`src/rtl/hsig_pkg.sv`:
```
package hsig_pkg;
  localparam logic [7:0] MARK_START = 8'hFF;
  localparam logic [7:0] MARK_END   = 8'hFE;
  localparam logic [7:0] OP_REQUEST = 8'h01;

  typedef enum logic [1:0] {RX_IDLE, RX_MAP, RX_END} rx_state_e;
  typedef enum logic [1:0] {TX_IDLE, TX_START, TX_STOP} tx_state_e;

  function automatic logic opcode_ok(input logic [7:0] b);
    return $onehot(b);
  endfunction
endpackage

```
`src/rtl/hsig_rst_sync.sv`:
```
module hsig_rst_sync (
  input  logic clk,
  input  logic rst_n,
  output logic rst_sync_n
);
  logic [1:0] sync_q;

  always_ff @(posedge clk or negedge rst_n) begin
    if (!rst_n) sync_q <= 2'b00;
    else        sync_q <= {sync_q[0], 1'b1};
  end

  assign rst_sync_n = sync_q[1];
endmodule

```
`src/rtl/hsig_rx.sv`:
```
module hsig_rx
  import hsig_pkg::*;
#(
  parameter int CR_WORDS = 2,
  localparam int IDXW = (CR_WORDS > 1) ? $clog2(CR_WORDS) : 1
) (
  input  logic                  clk,
  input  logic                  rst_n,
  input  logic                  in_valid,
  input  logic [31:0]           in_data,
  output logic                  in_ready,
  output logic                  pass_valid,
  output logic [31:0]           pass_data,
  input  logic                  pass_ready,
  output logic                  req_valid,
  output logic [32*CR_WORDS-1:0] req_map,
  output logic                  evt_valid,
  output logic [7:0]            evt_op,
  output logic                  frame_err
);
  rx_state_e             state_q, state_d;
  logic [IDXW-1:0]       idx_q, idx_d;
  logic [7:0]            op_q, op_d;
  logic [32*CR_WORDS-1:0] buf_q, map_q;
  logic                  req_q, req_d, evt_q, evt_d, err_q, err_d;
  logic                  is_start, accept, buf_we, map_we;

  assign is_start   = (in_data[31:24] == MARK_START) && opcode_ok(in_data[23:16]);
  assign accept     = in_valid && in_ready;
  assign in_ready   = (state_q == RX_IDLE && !is_start) ? pass_ready : 1'b1;
  assign pass_valid = in_valid && (state_q == RX_IDLE) && !is_start;
  assign pass_data  = in_data;
  assign buf_we     = accept && (state_q == RX_MAP);

  always_comb begin
    state_d = state_q;
    idx_d   = idx_q;
    op_d    = op_q;
    req_d   = 1'b0;
    evt_d   = 1'b0;
    err_d   = 1'b0;
    map_we  = 1'b0;
    unique case (state_q)
      RX_IDLE: if (accept && is_start) begin
        op_d    = in_data[23:16];
        idx_d   = '0;
        state_d = (in_data[23:16] == OP_REQUEST) ? RX_MAP : RX_END;
      end
      RX_MAP: if (accept) begin
        if (idx_q == IDXW'(CR_WORDS - 1)) state_d = RX_END;
        else idx_d = idx_q + 1'b1;
      end
      RX_END: if (accept) begin
        state_d = RX_IDLE;
        if (in_data[31:24] == MARK_END) begin
          if (op_q == OP_REQUEST) begin
            req_d  = 1'b1;
            map_we = 1'b1;
          end else begin
            evt_d = 1'b1;
          end
        end else begin
          err_d = 1'b1;
        end
      end
      default: state_d = RX_IDLE;
    endcase
  end

  always_ff @(posedge clk or negedge rst_n) begin
    if (!rst_n) begin
      state_q <= RX_IDLE;
      idx_q   <= '0;
      op_q    <= '0;
      req_q   <= 1'b0;
      evt_q   <= 1'b0;
      err_q   <= 1'b0;
    end else begin
      state_q <= state_d;
      idx_q   <= idx_d;
      op_q    <= op_d;
      req_q   <= req_d;
      evt_q   <= evt_d;
      err_q   <= err_d;
    end
  end

  for (genvar w = 0; w < CR_WORDS; w++) begin : g_word
    always_ff @(posedge clk or negedge rst_n) begin
      if (!rst_n)                           buf_q[32*w +: 32] <= '0;
      else if (buf_we && idx_q == IDXW'(w)) buf_q[32*w +: 32] <= in_data;
    end
  end

  always_ff @(posedge clk or negedge rst_n) begin
    if (!rst_n)      map_q <= '0;
    else if (map_we) map_q <= buf_q;
  end

  assign req_valid = req_q;
  assign req_map   = map_q;
  assign evt_valid = evt_q;
  assign evt_op    = op_q;
  assign frame_err = err_q;
endmodule

```
`src/rtl/hsig_tx.sv`:
```
module hsig_tx
  import hsig_pkg::*;
(
  input  logic        clk,
  input  logic        rst_n,
  input  logic        cmd_valid,
  input  logic [2:0]  cmd_code,
  output logic        cmd_ready,
  output logic        tx_valid,
  output logic [31:0] tx_data,
  input  logic        tx_ready
);
  tx_state_e  state_q, state_d;
  logic [7:0] op_q, op_d;

  assign cmd_ready = (state_q == TX_IDLE);
  assign tx_valid  = (state_q != TX_IDLE);
  assign tx_data   = (state_q == TX_START) ? {MARK_START, op_q, 16'h0000}
                                           : {MARK_END, 24'h000000};

  always_comb begin
    state_d = state_q;
    op_d    = op_q;
    unique case (state_q)
      TX_IDLE: if (cmd_valid) begin
        op_d    = 8'h01 << cmd_code;
        state_d = TX_START;
      end
      TX_START: if (tx_ready) state_d = TX_STOP;
      TX_STOP:  if (tx_ready) state_d = TX_IDLE;
      default:  state_d = TX_IDLE;
    endcase
  end

  always_ff @(posedge clk or negedge rst_n) begin
    if (!rst_n) begin
      state_q <= TX_IDLE;
      op_q    <= '0;
    end else begin
      state_q <= state_d;
      op_q    <= op_d;
    end
  end
endmodule

```
`src/rtl/hsig_framer.sv`:
```
module hsig_framer #(
  parameter int NUM_CR = 64,
  localparam int CR_WORDS = (NUM_CR + 31) / 32
) (
  input  logic                   clk,
  input  logic                   rst_n,
  input  logic                   in_valid,
  input  logic [31:0]            in_data,
  output logic                   in_ready,
  output logic                   pass_valid,
  output logic [31:0]            pass_data,
  input  logic                   pass_ready,
  output logic                   req_valid,
  output logic [32*CR_WORDS-1:0] req_map,
  output logic                   evt_valid,
  output logic [7:0]             evt_op,
  output logic                   frame_err,
  input  logic                   cmd_valid,
  input  logic [2:0]             cmd_code,
  output logic                   cmd_ready,
  output logic                   tx_valid,
  output logic [31:0]            tx_data,
  input  logic                   tx_ready
);
  logic rst_core_n;

  hsig_rst_sync u_rst (.clk(clk), .rst_n(rst_n), .rst_sync_n(rst_core_n));

  hsig_rx #(.CR_WORDS(CR_WORDS)) u_rx (
    .clk(clk), .rst_n(rst_core_n),
    .in_valid(in_valid), .in_data(in_data), .in_ready(in_ready),
    .pass_valid(pass_valid), .pass_data(pass_data), .pass_ready(pass_ready),
    .req_valid(req_valid), .req_map(req_map),
    .evt_valid(evt_valid), .evt_op(evt_op), .frame_err(frame_err)
  );

  hsig_tx u_tx (
    .clk(clk), .rst_n(rst_core_n),
    .cmd_valid(cmd_valid), .cmd_code(cmd_code), .cmd_ready(cmd_ready),
    .tx_valid(tx_valid), .tx_data(tx_data), .tx_ready(tx_ready)
  );
endmodule

```
`config.mk`:
```
export PLATFORM = sky130hd
export DESIGN_NAME = hsig_framer
export DESIGN_NICKNAME = d
export VERILOG_FILES = /design/src/rtl/hsig_pkg.sv /design/src/rtl/hsig_rst_sync.sv /design/src/rtl/hsig_rx.sv /design/src/rtl/hsig_tx.sv /design/src/rtl/hsig_framer.sv
export SDC_FILE = /design/constraint.sdc
export NUM_CORES = 1
export LEC_CHECK = 0
export BUFFER_PORTS_ARGS = -buffer_cell sky130_fd_sc_hd__buf_2
export CORE_MARGIN = 8
export CORE_UTILIZATION = 52
export DETAILED_ROUTE_END_ITERATION = 8
export GPL_TIMING_DRIVEN = 0
export PLACE_DENSITY_LB_ADDON = 0.15
export SLEW_MARGIN = 20
export SYNTH_ARGS = -nofsm -noshare
export SYNTH_HDL_FRONTEND = slang
export SYNTH_SLANG_ARGS = --single-unit
```
`constraint.sdc`:
```
create_clock -name clk -period 5.2 [get_ports clk]
set_clock_uncertainty 0.2 [all_clocks]
set_input_delay 0.26 -clock clk [delete_from_list [all_inputs] [get_ports clk]]
set_output_delay 0.26 -clock clk [all_outputs]
set_load 0.02 [all_outputs]
```
==> metrics.yaml, run 1 <==
worst_pin_slew_ns: 0.680
ys.flop_type: "dfrtp_1"
hold_violations: 0
status: "complete, no violations"
swShare: 0.241
yosysUniqueCellTypes: 30
hold_path.class: "input port to flip-flop"
clock_latency_ns: 0.42
dp_slack_ns: 0.857
design_area_um2: 8620
drc: 0
diodes: 0
globalplace.congestion: 0.789
routed_wl_mm: 14.6
regToRegEndpoint: "u_rx.req_map[6]$_DFFE_PN0P_"
dp.cells: 826
ys_ff_latch: 154
critPathLaunchType: "input port"
ctsResizeCount: 0
drtPass1Iterations: 6
p_sw_mw: 0.650
dpl_cell_area_um2: 7680
max_stage_delay_ns: 0.54
synth-edff-count: 0
p_leak_nw: 4.87
vias: 4318
io_pins: 184
clockBufferDepth: 2
yosysMostFrequentCell: "dfrtp_1"
finalCriticalPeriod_ns: 4.70
hold_path_depth: 3
whs_endpoint: "u_tx.op_q[1]$_DFFE_PN0P_"
p_comb_frac: 0.120
yosys_warnings: 0
synth_area_um2: 6530
synth_compound_area_frac: 0.0234
syn2layout_area_growth_pct: 32.1
hold_slack_ns: 0.101
yosysTopAreaCell: "dfrtp_1"
cts_hold_buf: 41
endpoint_kind: "output pin"
wl_per_cell_um: 16.3
setup_viol: 0
seq_power_share: 0.464
postSynthAreaPerCell_um2: 13.9
clock_sink_count: 154
path_class: "input port to output pin"
period_share: 0.905
rows: 41
grt_pass1_wl_mm: 23.7
worst_ep_arrival_time_ns: 4.24
powerDensity_nw_per_um2: 313
grt_usage: 0.187
die_h_um: 128
yosys-top-cells-area: "dfrtp_1 (59%), mux2_2 (22%), buf_4 (6.3%)"
place_hpwl_mm: 10.3
cts_max_level: 4
cts_buffers: 17
ys_seq_area_frac: 0.590
grt_pass1_vias: 4710
clk_pin_slew_ns: 0.05
finalMaxSlewViolations: 0
die_x_um: 128
synth_xor_area_frac: 0
drt_iter0_markers: 225
r2r_cells: 6
final_net_count: 769
fp.dieArea_um2: 16400
cp_cell_sequence: "dlygate4sd3_1 -> buf_2 -> inv_1 -> ha_1 -> inv_1 -> fa_1 -> fa_1 -> inv_1 -> ha_1 -> fa_1 -> or4_4 -> o21ai_0 -> or2_2 -> buf_2"
fmax_ghz: 0.213
cts_tree: "built"
crit_slowest_cell: "dlygate4sd3_1"
synth_simple_gate_area_frac: 0.0437
syn_inst: 470
start_util: 0.526
final.fill_count: 927
vdd_drop_max_uv: 182
synthArstFlopShare: 1.00
rrSetupSlack_ns: 2.74
min_from: "cmd_valid"
muxShareOfSynthArea: 0.223
cts_setup_buffers: 0
fp.coreArea_um2: 12400
critPathMaxFanout: 5
grt_start_max_net_pins: 61
grt-ovfl-total: 0
drive_gt1_frac: 0.527
timing.rr.start: "u_rx.state_q[0]$_DFFE_PN0P_"
max_slew_margin: 0.543
clock_power_share: 0.416
portBuffers: 160
timing.max_cap.violations: 0
power.internal_mw: 2.04
synth_top_family_by_area: "multiplexers"
ant_nets: 0
synth_top_area_frac: 0.590
stdcell_count: 895
grt_setup_unrepaired: "no"
fin_ws_ns: 0.496
synthAdderAreaFrac: 0.0314
vias_per_cell: 4.82
startpoint: "in_data[21]"
yosys-top-cells-count: "dfrtp_1 (154), mux2_2 (129), buf_4 (55)"
antenna_found_initial: 0
cp.required_ns: 4.74
cts_root_buffer: "clkbuf_16"
==> final cells by class <==
| class | count | area [um^2] | share of cell area |
|---|---|---|---|
| Sequential cell | 154 | 3860 | 0.447 |
| Inverter | 23 | 86.3 | 0.0100 |
| Clock buffer | 24 | 482 | 0.0559 |
| Multi-Input combinational cell | 243 | 2190 | 0.254 |
| Clock inverter | 4 | 45.0 | 0.00522 |
| Tap cell | 172 | 215 | 0.0250 |
| Buffer | 72 | 483 | 0.0560 |
| Timing Repair Buffer | 203 | 1270 | 0.147 |
==> flip-flops by register name, summed over array words and instances (netlist names) <==
name,count
u_rx.buf_q,64
u_rx.req_map,64
u_rx.evt_op,8
u_tx.op_q,8
u_rst.sync_q,2
u_rx.state_q,2
u_tx.state_q,2
u_rx.evt_valid,1
u_rx.frame_err,1
u_rx.idx_q,1
u_rx.req_valid,1
==> worst max-delay path, delay by kind of cell <==
kind / cells / cell delay [ns]
buffers and inverters: 6 / 1.05
AND/OR/NAND/NOR: 2 / 0.72
AO/OA/AOI/OAI: 1 / 0.38
adder cells (fa/ha/maj): 5 / 1.82
==> power groups by stage <==
stage,Sequential [mW],Combinational [mW],Clock (mW)
detailed placement,1.27,0.292,0
global placement,1.29,0.264,0
CTS,1.25,0.322,1.15
floorplan,1.28,0.181,0
finish,1.25,0.323,1.12
global route,1.25,0.357,1.19
==> cell families (layout without fill, tap and decap cells) <==
kind of cell / Yosys count / count (layout)
mux: 129 / 129
other cells: 2 / 24
compound gates: 24 / 24
buf+inv: 95 / 326
flops: 154 / 154
fa+ha+maj: 14 / 14
simple gates: 52 / 52
==> layout by cell type, fill, tap and decap left out, types with 2 or more instances in the layout <==
cell type,n
and2_1,8
buf_16,2
buf_2,165
buf_4,55
clkbuf_1,16
clkbuf_16,17
clkbuf_8,3
clkinv_2,3
conb_1,24
dfrtp_1,153
dlygate4sd3_1,41
fa_1,4
ha_1,10
inv_1,23
mux2_2,129
nand2_1,18
nand2b_1,2
nand3_1,4
nand3b_1,2
nand4_1,3
nor2_1,5
nor3_1,2
nor4_1,2
o21ai_0,14
o31ai_1,2
o41ai_1,4
or2_2,2
==> stage by stage <==
stage / util / setup TNS [ns] / power (mW)
after floorplan: - / 0 / 1.46
after global placement: 0.614 / -163.09 / 1.55
after detailed placement: 0.619 / 0 / 1.56
after CTS: 0.694 / 0 / 2.72
after global routing: 0.694 / 0 / 2.80
final: 0.694 / 0 / 2.69
==> routing by layer <==
layer | share of wire | wire length [um] | global-route usage | vias up
met5 | 0 | 0 | 0 | -
met4 | 0.017 | 255 | 0.0769 | 0
met3 | 0.077 | 1130 | 0.0657 | 19
met2 | 0.51 | 7450 | 0.311 | 123
met1 | 0.40 | 5800 | 0.215 | 2164
li1 | - | - | - | 2012
==> how the worst max path moves through the flow <==
stage,to,slack (ns),cells past startpoint
after CTS,in_ready,0.51,14
after detailed placement,u_rx.evt_op[5]$_DFFE_PN0P_,0.86,12
after global routing,in_ready,0.26,14
after global placement,u_tx.op_q[3]$_DFFE_PN0P_,-1.08,0
final,in_ready,0.50,14
after floorplan,u_rx.buf_q[0]$_DFFE_PN0P_,0.39,0
No activity file was read; power rests on OpenSTA's default activity.
==> run 2: changes to the inputs <==
--- a/config.mk
+++ b/config.mk
@@ -10,6 +10,7 @@
 export CORE_UTILIZATION = 52
 export DETAILED_ROUTE_END_ITERATION = 8
 export GPL_TIMING_DRIVEN = 0
+export MAX_ROUTING_LAYER = met4
 export PLACE_DENSITY_LB_ADDON = 0.15
 export SLEW_MARGIN = 20
 export SYNTH_ARGS = -nofsm -noshare
==> run 2 against run 1 <==
  * Global-route usage up 0.54 points
  * Sequential cell count unchanged
  * Clock power about the same
  * Critical path depth unchanged
  * Combinational power about the same
  * Critical path type unchanged
  * Highest routed layer unchanged
==> metrics.yaml, run 2 (same netlist as run 1, synthesis figures left out) <==
status: "complete, no violations"
drt_iter0_markers: 229
timing.max_cap.violations: 0
max_stage_delay_ns: 0.54
period_share: 0.904
finalCriticalPeriod_ns: 4.70
cts_setup_buffers: 0
hold_slack_ns: 0.104
hold_path.class: "input port to flip-flop"
p_sw_mw: 0.649
cp_top_family: "adder cells"
design_area_um2: 8620
critPathMaxFanout: 5
ctsResizeCount: 0
finish.utilization: 0.694
cts_buffers: 17
fp.dieArea_um2: 16400
path_depth: 14
rows: 41
r2r_cells: 6
critPathLaunchType: "input port"
cts_tree: "built"
setup_tns_ns: 0
globalplace.congestion: 0.800
drc: 0
worst_pin_slew_ns: 0.691
start_util: 0.526
grt-ovfl-total: 0
routed_wl_mm: 14.6
fp.coreArea_um2: 12400
final_common_cell: "buf_2"
drive_gt1_frac: 0.527
final.fill_count: 927
antenna_found_initial: 0
clock_latency_ns: 0.42
clock_power_share: 0.416
portBuffers: 160
vias_per_cell: 4.81
cts_hold_buf: 41
cts_root_buffer: "clkbuf_16"
syn2layout_area_growth_pct: 32.1
clk_pin_slew_ns: 0.05
crit_buf_inv: 6
die_h_um: 128
p_leak_nw: 4.87
hold_violations: 0
clockBufferDepth: 2
cts_max_level: 4
final_cell_mix: "buf_2 (165), dfrtp_1 (153), mux2_2 (129), buf_4 (55), dlygate4sd3_1 (41)"
grt_usage: 0.192
setup_viol: 0
seq_power_share: 0.464
clock_sink_count: 154
place_hpwl_mm: 10.3
io_pins: 184
vdd_drop_max_uv: 181
grt_start_max_net_pins: 61
vias: 4309
cp_cell_sequence: "dlygate4sd3_1 -> buf_2 -> inv_1 -> ha_1 -> inv_1 -> fa_1 -> fa_1 -> inv_1 -> ha_1 -> fa_1 -> or4_4 -> o21ai_0 -> or2_2 -> buf_2"
rrSetupSlack_ns: 2.73
max_slew_margin: 0.536
grt_pass1_wl_mm: 23.7
grt_pass1_vias: 4717
p_comb_frac: 0.120
dpl_cell_area_um2: 7680
die_x_um: 128
wl_per_cell_um: 16.3
worst_ep_arrival_time_ns: 4.24
endpoint_kind: "output pin"
fmax_ghz: 0.213
swShare: 0.241
powerDensity_nw_per_um2: 312
cp.required_ns: 4.74
grt_setup_unrepaired: "no"
finalMaxSlewViolations: 0
diodes: 0
path_class: "input port to output pin"
hold_path_depth: 3
power.internal_mw: 2.04
ant_nets: 0
crit_slowest_cell: "dlygate4sd3_1"
final_net_count: 769
drtPass1Iterations: 6
-- run 2: cell counts in the layout (fill, tap and decap cells not counted) --
No cell type changed its count.
-- run 2: metrics by stage --
stage                     total power, mW  instances  setup slack, ns
after floorplan                      1.46        492            0.391
after global routing                 2.80        895            0.260
after CTS                            2.72        895            0.510
after detailed placement             1.56        826            0.857
final                                2.69        895            0.497
after global placement               1.55        824            -1.08
-- run 2: path summary, 6_finish.rpt --
kind                                                    end                   startpoint
worst max-delay path                               in_ready                  in_data[21]
worst min-delay path               u_tx.op_q[1]$_DFFE_PN0P_                    cmd_valid
worst max register to register  u_rx.req_map[6]$_DFFE_PN0P_  u_rx.state_q[0]$_DFFE_PN0P_
worst min register to register   u_rx.buf_q[47]$_DFFE_PN0P_    u_rst.sync_q[1]$_DFF_PN0_
max in group asynchronous          u_tx.op_q[0]$_DFFE_PN0P_    u_rst.sync_q[1]$_DFF_PN0_
min in group asynchronous        u_rx.buf_q[47]$_DFFE_PN0P_    u_rst.sync_q[1]$_DFF_PN0_
-- run 2: worst reg2reg max path, cell delays in order, from the launching register on --
cell and delay [ns]:
dfrtp_1 0.44, nand2b_1 0.20, nor4_1 0.45, nand3_1 0.16, clkbuf_1 0.29, buf_2 0.31
mux2_2 0.31
-- run 2: power by group through the flow --
stage,logic (mW),clock network [mW],registers [mW]
4_1_cts,0.322,1.15,1.25
6_report,0.324,1.12,1.25
2_1_floorplan,0.181,0,1.28
3_5_place_dp,0.292,0,1.27
5_1_grt,0.357,1.19,1.25
3_3_place_gp,0.264,0,1.29
-- run 2: final cells by class --
| cell class | count | area [um^2] | share of cell area |
|---|---|---|---|
| tap | 172 | 215 | 0.0250 |
| buffer | 72 | 483 | 0.0560 |
| multi-input combinational | 243 | 2190 | 0.254 |
| inverter | 23 | 86.3 | 0.0100 |
| clock inverter | 4 | 45.0 | 0.00522 |
| sequential | 154 | 3860 | 0.447 |
| timing repair buffer | 203 | 1270 | 0.147 |
| clock buffer | 24 | 482 | 0.0559 |
-- run 2: layer usage --
metal | global-route usage | part of all wire
met1 | 0.222 | 0.41
met4 | 0.0769 | 0.017
met5 | - | 0
met2 | 0.311 | 0.51
met3 | 0.0553 | 0.062
